$ cat src/rtl/prsw_pkg.sv
package prsw_pkg;
    typedef enum logic [0:0] {
        ST_IDLE = 1'b0,
        ST_BODY = 1'b1
    } seq_state_e;
endpackage

$ cat src/rtl/xp_cell.sv
module xp_cell #(
    parameter int PW = 3,
    parameter int AW = 4,
    parameter int SW = 2,
    localparam int W = 2 + PW + AW
) (
    input  logic [W-1:0]  n_word,
    input  logic [SW-1:0] n_src,
    input  logic [W-1:0]  w_word,
    input  logic [SW-1:0] w_src,
    input  logic          hold,
    input  logic          held_tog,
    output logic [W-1:0]  s_word,
    output logic [SW-1:0] s_src,
    output logic [W-1:0]  e_word,
    output logic [SW-1:0] e_src,
    output logic          live_tog
);
    logic addr_hit;
    logic prio_win;
    logic use_tog;

    always_comb begin
        addr_hit = w_word[W-1] && w_word[W-2] && (w_word[AW-1:0] == n_word[AW-1:0]);
        prio_win = w_word[AW+PW-1:AW] > n_word[AW+PW-1:AW];
        live_tog = addr_hit && prio_win;
        use_tog  = hold ? held_tog : live_tog;
        s_word   = use_tog ? w_word : n_word;
        s_src    = use_tog ? w_src  : n_src;
        e_word   = use_tog ? n_word : w_word;
        e_src    = use_tog ? n_src  : w_src;
    end
endmodule

$ cat src/rtl/xp_grid.sv
module xp_grid #(
    parameter int N     = 4,
    parameter int LM    = 2,
    parameter int PW    = 3,
    parameter int AW    = 4,
    parameter int SW    = 2,
    parameter int GROUP = 5,
    localparam int W = 2 + PW + AW
) (
    input  logic            clk,
    input  logic            rst_n,
    input  logic            hold,
    input  logic            capture,
    input  logic [N*W-1:0]  row_word,
    output logic [LM*W-1:0] col_word,
    output logic [N*W-1:0]  exit_word,
    output logic [N*SW-1:0] exit_src
);
    localparam logic [W-1:0] PLACEHOLDER = {1'b0, 1'b1, {PW{1'b0}}, AW'(GROUP)};

    logic [W-1:0]  vw [0:N][0:LM-1];
    logic [SW-1:0] vs [0:N][0:LM-1];
    logic [W-1:0]  hw [0:N-1][0:LM];
    logic [SW-1:0] hs [0:N-1][0:LM];
    logic [N-1:0][LM-1:0] live_tog;
    logic [N-1:0][LM-1:0] tog_q;
    logic [N-1:0]  in_v;
    logic [N-1:0]  ex_v;
    logic [LM-1:0] out_v;

    always_ff @(posedge clk) begin
        if (!rst_n)       tog_q <= '0;
        else if (capture) tog_q <= live_tog;
    end

    for (genvar c = 0; c < LM; c++) begin : g_col
        assign vw[0][c] = PLACEHOLDER;
        assign vs[0][c] = '0;
        assign col_word[c*W +: W] = vw[N][c];
        assign out_v[c] = vw[N][c][W-1];
    end

    for (genvar r = 0; r < N; r++) begin : g_row
        assign hw[r][0] = row_word[r*W +: W];
        assign hs[r][0] = SW'(r);
        assign exit_word[r*W +: W]   = hw[r][LM];
        assign exit_src[r*SW +: SW]  = hs[r][LM];
        assign in_v[r] = row_word[r*W + W - 1];
        assign ex_v[r] = hw[r][LM][W-1];
        for (genvar c = 0; c < LM; c++) begin : g_xp
            xp_cell #(.PW(PW), .AW(AW), .SW(SW)) u_xp (
                .n_word   (vw[r][c]),
                .n_src    (vs[r][c]),
                .w_word   (hw[r][c]),
                .w_src    (hs[r][c]),
                .hold     (hold),
                .held_tog (tog_q[r][c]),
                .s_word   (vw[r+1][c]),
                .s_src    (vs[r+1][c]),
                .e_word   (hw[r][c+1]),
                .e_src    (hs[r][c+1]),
                .live_tog (live_tog[r][c])
            );
        end
    end

    // valid cells are neither created nor dropped inside the grid
    p_conserve_r11: assert property (@(posedge clk) disable iff (!rst_n)
        $countones(in_v) == $countones(out_v) + $countones(ex_v));

    for (genvar c = 0; c + 1 < LM; c++) begin : g_ord
        // columns leave the live sort in descending priority
        p_col_order_r3: assert property (@(posedge clk) disable iff (!rst_n)
            !hold |-> (vw[N][c][AW+PW-1:AW] >= vw[N][c+1][AW+PW-1:AW]));
    end
endmodule

$ cat src/rtl/cell_timer.sv
module cell_timer #(
    parameter int CELL_LEN = 4,
    localparam int CW = (CELL_LEN > 2) ? $clog2(CELL_LEN) : 1
) (
    input  logic clk,
    input  logic rst_n,
    input  logic cell_start,
    output logic hold,
    output logic capture
);
    import prsw_pkg::*;

    seq_state_e    state_q, state_d;
    logic [CW-1:0] cnt_q, cnt_d;

    always_ff @(posedge clk) begin
        if (!rst_n) begin
            state_q <= ST_IDLE;
            cnt_q   <= '0;
        end else begin
            state_q <= state_d;
            cnt_q   <= cnt_d;
        end
    end

    always_comb begin
        state_d = state_q;
        cnt_d   = cnt_q;
        hold    = 1'b0;
        capture = 1'b0;
        unique case (state_q)
            ST_IDLE: begin
                if (cell_start) begin
                    capture = 1'b1;
                    state_d = ST_BODY;
                    cnt_d   = '0;
                end
            end
            ST_BODY: begin
                hold = 1'b1;
                if (cnt_q == CW'(CELL_LEN - 2)) state_d = ST_IDLE;
                else                            cnt_d   = cnt_q + 1'b1;
            end
            default: state_d = ST_IDLE;
        endcase
    end

    // the body phase never runs past CELL_LEN-1 words
    p_cnt_bound_r9: assert property (@(posedge clk) disable iff (!rst_n)
        (state_q == ST_BODY) |-> (cnt_q <= CW'(CELL_LEN - 2)));
endmodule

$ cat src/rtl/prio_xbar_route.sv
module prio_xbar_route #(
    parameter int N_IN     = 4,
    parameter int EXP_L    = 1,
    parameter int GRP_M    = 2,
    parameter int PW       = 3,
    parameter int AW       = 4,
    parameter int GROUP    = 5,
    parameter int CELL_LEN = 4,
    localparam int LM = EXP_L * GRP_M,
    localparam int W  = 2 + PW + AW,
    localparam int SW = (N_IN > 1) ? $clog2(N_IN) : 1
) (
    input  logic              clk,
    input  logic              rst_n,
    input  logic              cell_start,
    input  logic [N_IN*W-1:0] row_word,
    output logic [LM*W-1:0]   col_word,
    output logic              fb_valid,
    output logic [N_IN-1:0]   rej
);
    logic hold;
    logic capture;
    logic [N_IN*W-1:0]  exit_word;
    logic [N_IN*SW-1:0] exit_src;
    logic [N_IN-1:0]    rej_d;

    cell_timer #(.CELL_LEN(CELL_LEN)) u_timer (
        .clk        (clk),
        .rst_n      (rst_n),
        .cell_start (cell_start),
        .hold       (hold),
        .capture    (capture)
    );

    xp_grid #(
        .N(N_IN), .LM(LM), .PW(PW), .AW(AW), .SW(SW), .GROUP(GROUP)
    ) u_grid (
        .clk       (clk),
        .rst_n     (rst_n),
        .hold      (hold),
        .capture   (capture),
        .row_word  (row_word),
        .col_word  (col_word),
        .exit_word (exit_word),
        .exit_src  (exit_src)
    );

    always_comb begin
        rej_d = '0;
        for (int r = 0; r < N_IN; r++) begin
            if (exit_word[r*W + W - 1] && exit_word[r*W + W - 2] &&
                (exit_word[r*W +: AW] == AW'(GROUP)))
                rej_d[exit_src[r*SW +: SW]] = 1'b1;
        end
    end

    always_ff @(posedge clk) begin
        if (!rst_n) begin
            rej      <= '0;
            fb_valid <= 1'b0;
        end else begin
            fb_valid <= capture;
            if (capture) rej <= rej_d;
        end
    end

    // feedback strobe lasts a single cycle
    p_fb_pulse_r4: assert property (@(posedge clk) disable iff (!rst_n)
        fb_valid |=> !fb_valid);
    // rejection flags only move together with the strobe
    p_rej_hold_r10: assert property (@(posedge clk) disable iff (!rst_n)
        !$stable(rej) |-> fb_valid);
endmodule

$ cat config.mk
export PLATFORM = sky130hd
export DESIGN_NAME = prio_xbar_route
export DESIGN_NICKNAME = d
export VERILOG_FILES = /design/src/rtl/prsw_pkg.sv /design/src/rtl/xp_cell.sv /design/src/rtl/xp_grid.sv /design/src/rtl/cell_timer.sv /design/src/rtl/prio_xbar_route.sv
export SDC_FILE = /design/constraint.sdc
export NUM_CORES = 1
export LEC_CHECK = 0
export BUFFER_PORTS_ARGS = -buffer_cell sky130_fd_sc_hd__clkbuf_2
export CAP_MARGIN = 10
export CORE_MARGIN = 5
export CORE_UTILIZATION = 57
export DETAILED_ROUTE_END_ITERATION = 8
export MAX_ROUTING_LAYER = met4
export PLACE_DENSITY = 0.84
export SLEW_MARGIN = 30
export SYNTH_ARGS = -nofsm -noshare
export SYNTH_HDL_FRONTEND = slang
export SYNTH_SLANG_ARGS = --single-unit
$ cat constraint.sdc
create_clock -name clk -period 27.3 [get_ports clk]
set_clock_uncertainty 0.15 [all_clocks]
set_input_delay 8.19 -clock clk [delete_from_list [all_inputs] [get_ports clk]]
set_output_delay 8.19 -clock clk [all_outputs]
set_load 0.02 [all_outputs]
==> metrics <==
final hold vios=0; Final GP Congestion=0.9854; Slew Viols, Final=0; DR WL/cell=17.93 um; post-route minimum period=roughly 25 ns; footprint of the multi-input gates=2681 um2; Post-synth top flop=dfxtp_1; Worst-path clk slew=0.06 ns; slowest cell delay on critical path=a little under 0.8 ns; post-placement cell count=a little under 600; die width=84.96 um; GRT Residual Overflow=0; kind of critical path=input pin to output port; Synth cell types=69; Hold Startpoint=rej[3]$_SDFFE_PN0P_; Filler cells=538; Tcrit/Tclk final=approximately 90%; maxcap violations=0; Mapped Avg Cell Area=6.618 um2; Core ar.=5473 um2; Lkg Pwr=approximately 1.4 nW; CTS tree=yes; CP max FO=20; CP startpoint kind=input pin; Die Span Y=84.96 um; sequential element share of the synthesized area=10.00%; Post-synth EDFFs=0; Ys Warns=0; mapped cell area=roughly 3200 um2; P per Cell Area=roughly 21 nW/um2; I/O Pins=a little over 60; fmax=0.03949 GHz; ANT cells=0; TritonRoute pass-1 iters=5; Final HPWL DP=8303 um; Peak supply drop=between 0.00002 and 0.00003 V; Tot GR Track Use=29.11%; Layout Utilization=between 60% and 70%; vias in the first global route=about 3400; Worst Tran Pin Value=1.016 ns; Power Total=0.07428 mW; Critical Path Sink Type=output port; Synth Register Bits=16; Synth top area share=10.00%; WHS Path Cells=2; # H-tree levels=1; Placed Area=3487 um2; DR iter-0 viols=approximately 350; relative slew slack=30.53%; Buffers on Ports=61; worst path required time=18.96 ns; Register Area=320.3 um2; initial core utilization=58.53%; Clock Latency Late Sink=~0.25 ns; worst-case clock buffer depth=2; Post-synth ARST share=0%; Post-CTS Hold Buffers=0; CTS root buffer=clkbuf_8; layout overhead on the synthesized area=10.59%; fin cells=591; Sink Count=16; via count=3860; Final setup viols=0; Design Area, Final=3542 um2; Hold WC Path Type=register to register; post-CTS setup buffers=0; Post-Route WL=10600 um; number of gates resized after CTS=0; setup TNS=0 ns; Post-Syn Instances=484; Reg2Reg Depth=30; Post-DRT Antenna Nets=0; RSZ-0062 raised after global routing=false; status=finished clean; row cnt=27; Vias/cell=roughly 6.5; detailed-route DRC error count=0; first-pass GRT wire length=17060 um; layout cells sized above 1=18.69%; Worst R2R Start=u_grid.tog_q[0]$_SDFFE_PN0P_; die area=7218 um2; nets=572; Crit-path slowest cell=o41ai_2; syn_nets=between 500 and 600; total CTS buffers=3; CP arrival=~17 ns; initial antenna violation count=0; Critical Path Start=row_word[1]; Yosys top cell by area=dfxtp_1; largest net degree at the start of global routing=34; top cells by area, synth=dfxtp_1 (10%), nand2_1 (7.7%), a21oi_1 (7.2%)
==> layout by cell type, fill, tap and decap left out, types with 3 or more instances in the layout <==
| cell | synthesis | layout |
|---|---|---|
| mux2i_1 | 12 | 12 |
| nand3_1 | 15 | 15 |
| o21a_1 | 5 | 5 |
| buf_4 | 0 | 3 |
| nor3_1 | 13 | 13 |
| a311oi_1 | 4 | 4 |
| a21boi_0 | 3 | 3 |
| xnor2_1 | 9 | 9 |
| o22ai_1 | 7 | 7 |
| and2_1 | 12 | 12 |
| dfxtp_1 | 16 | 16 |
| ha_1 | 13 | 13 |
| o21ai_0 | 40 | 40 |
| o2111ai_1 | 4 | 4 |
| xor2_1 | 8 | 8 |
| o211ai_1 | 5 | 5 |
| nor4_1 | 3 | 3 |
| nand3b_1 | 3 | 3 |
| mux2_2 | 10 | 10 |
| nor2_1 | 45 | 45 |
| inv_1 | 18 | 18 |
| a21oi_1 | 46 | 46 |
| a31oi_1 | 8 | 8 |
| or2_2 | 3 | 3 |
| nand2b_1 | 6 | 6 |
| and3_1 | 6 | 6 |
| clkbuf_2 | 0 | 61 |
| nand4_1 | 4 | 4 |
| nor2b_1 | 12 | 12 |
| a211oi_1 | 4 | 4 |
| clkbuf_8 | 0 | 4 |
| nand2_1 | 66 | 66 |
==> registers in the layout, indices dropped and copies added (netlist names) <==
name,cells
u_grid.tog_q,8
rej,4
u_timer.cnt_q,2
fb_valid,1
u_timer.state_q,1
==> where the power goes <==
| group | switching [mW] | internal, mW |
|---|---|---|
| sequential | 0.000422 | 0.0240 |
| combinational | 0.0187 | 0.0105 |
| clock | 0.00783 | 0.0128 |
| total | 0.0270 | 0.0473 |
==> through the flow <==
stage          hold WS, ns  setup slack, ns
2_1_floorplan       0.3182            2.814
3_3_place_gp        0.3279            2.260
3_5_place_dp        0.3318            2.177
4_1_cts             0.3533            2.137
5_1_grt             0.4109            1.410
6_report            0.3608            1.978
==> cells in the mapped netlist (all sizes together) (3+ instances only) <==
library cell / number
a2111oi: 3
a211oi: 6
a21boi: 3
a21oi: 46
a311oi: 4
a31oi: 9
and2: 12
and3: 6
buf: 13
clkbuf: 20
dfxtp: 16
ha: 13
inv: 18
mux2: 12
mux2i: 14
nand2: 66
nand2b: 6
nand3: 15
nand3b: 3
nand4: 4
nor2: 45
nor2b: 12
nor3: 13
nor4: 3
o2111ai: 5
o211ai: 5
o21a: 5
o21ai: 42
o22ai: 7
o41ai: 4
or2: 5
xnor2: 9
xor2: 8
==> final cells by class <==
class | count | share of cell area [%]
multi-input combinational | 417 | 75.70
timing repair buffer | 64 | 9.255
sequential | 16 | 9.043
tap | 72 | 2.543
inverter | 18 | 1.907
clock buffer | 4 | 1.554
==> worst paths after layout <==
| path | slack [ns] | endpoint |
|---|---|---|
| min | 0.36 | rej[3]$_SDFFE_PN0P_ |
| min reg2reg | 0.36 | rej[3]$_SDFFE_PN0P_ |
| max | 1.98 | col_word[17] |
| max reg2reg | 17.87 | rej[1]$_SDFFE_PN0P_ |
==> worst max-delay path, delay by kind of cell <==
family | cells | cell delay, ns
compound gates | 15 | 4.44
mux | 3 | 0.78
fa+ha+maj | 6 | 1.96
buf+inv | 3 | 0.41
simple gates | 5 | 1.16
==> logic make-up (layout without fill, tap and decap cells) <==
group	Yosys count	after routing	synth area share, %
and+or+nand+nor	196	196	28.91
AOI/OAI and AO/OA	163	163	35.12
buffers and inverters	51	86	6.289
muxes	26	26	9.336
xor gates and xnor gates	17	17	4.649
DFF	16	16	10.00
adders and majority gates	15	15	5.703
==> routing by layer <==
metal / global-route usage (%) / share of wire [%] / vias up
met4: 6.331 / 1.7 / 0
met5: - / 0 / -
met3: 3.301 / 9.8 / 21
met2: 45.20 / 46 / 237
met1: 40.50 / 43 / 1758
li1: - / - / 1844
Power figures use the tool's default switching activity.
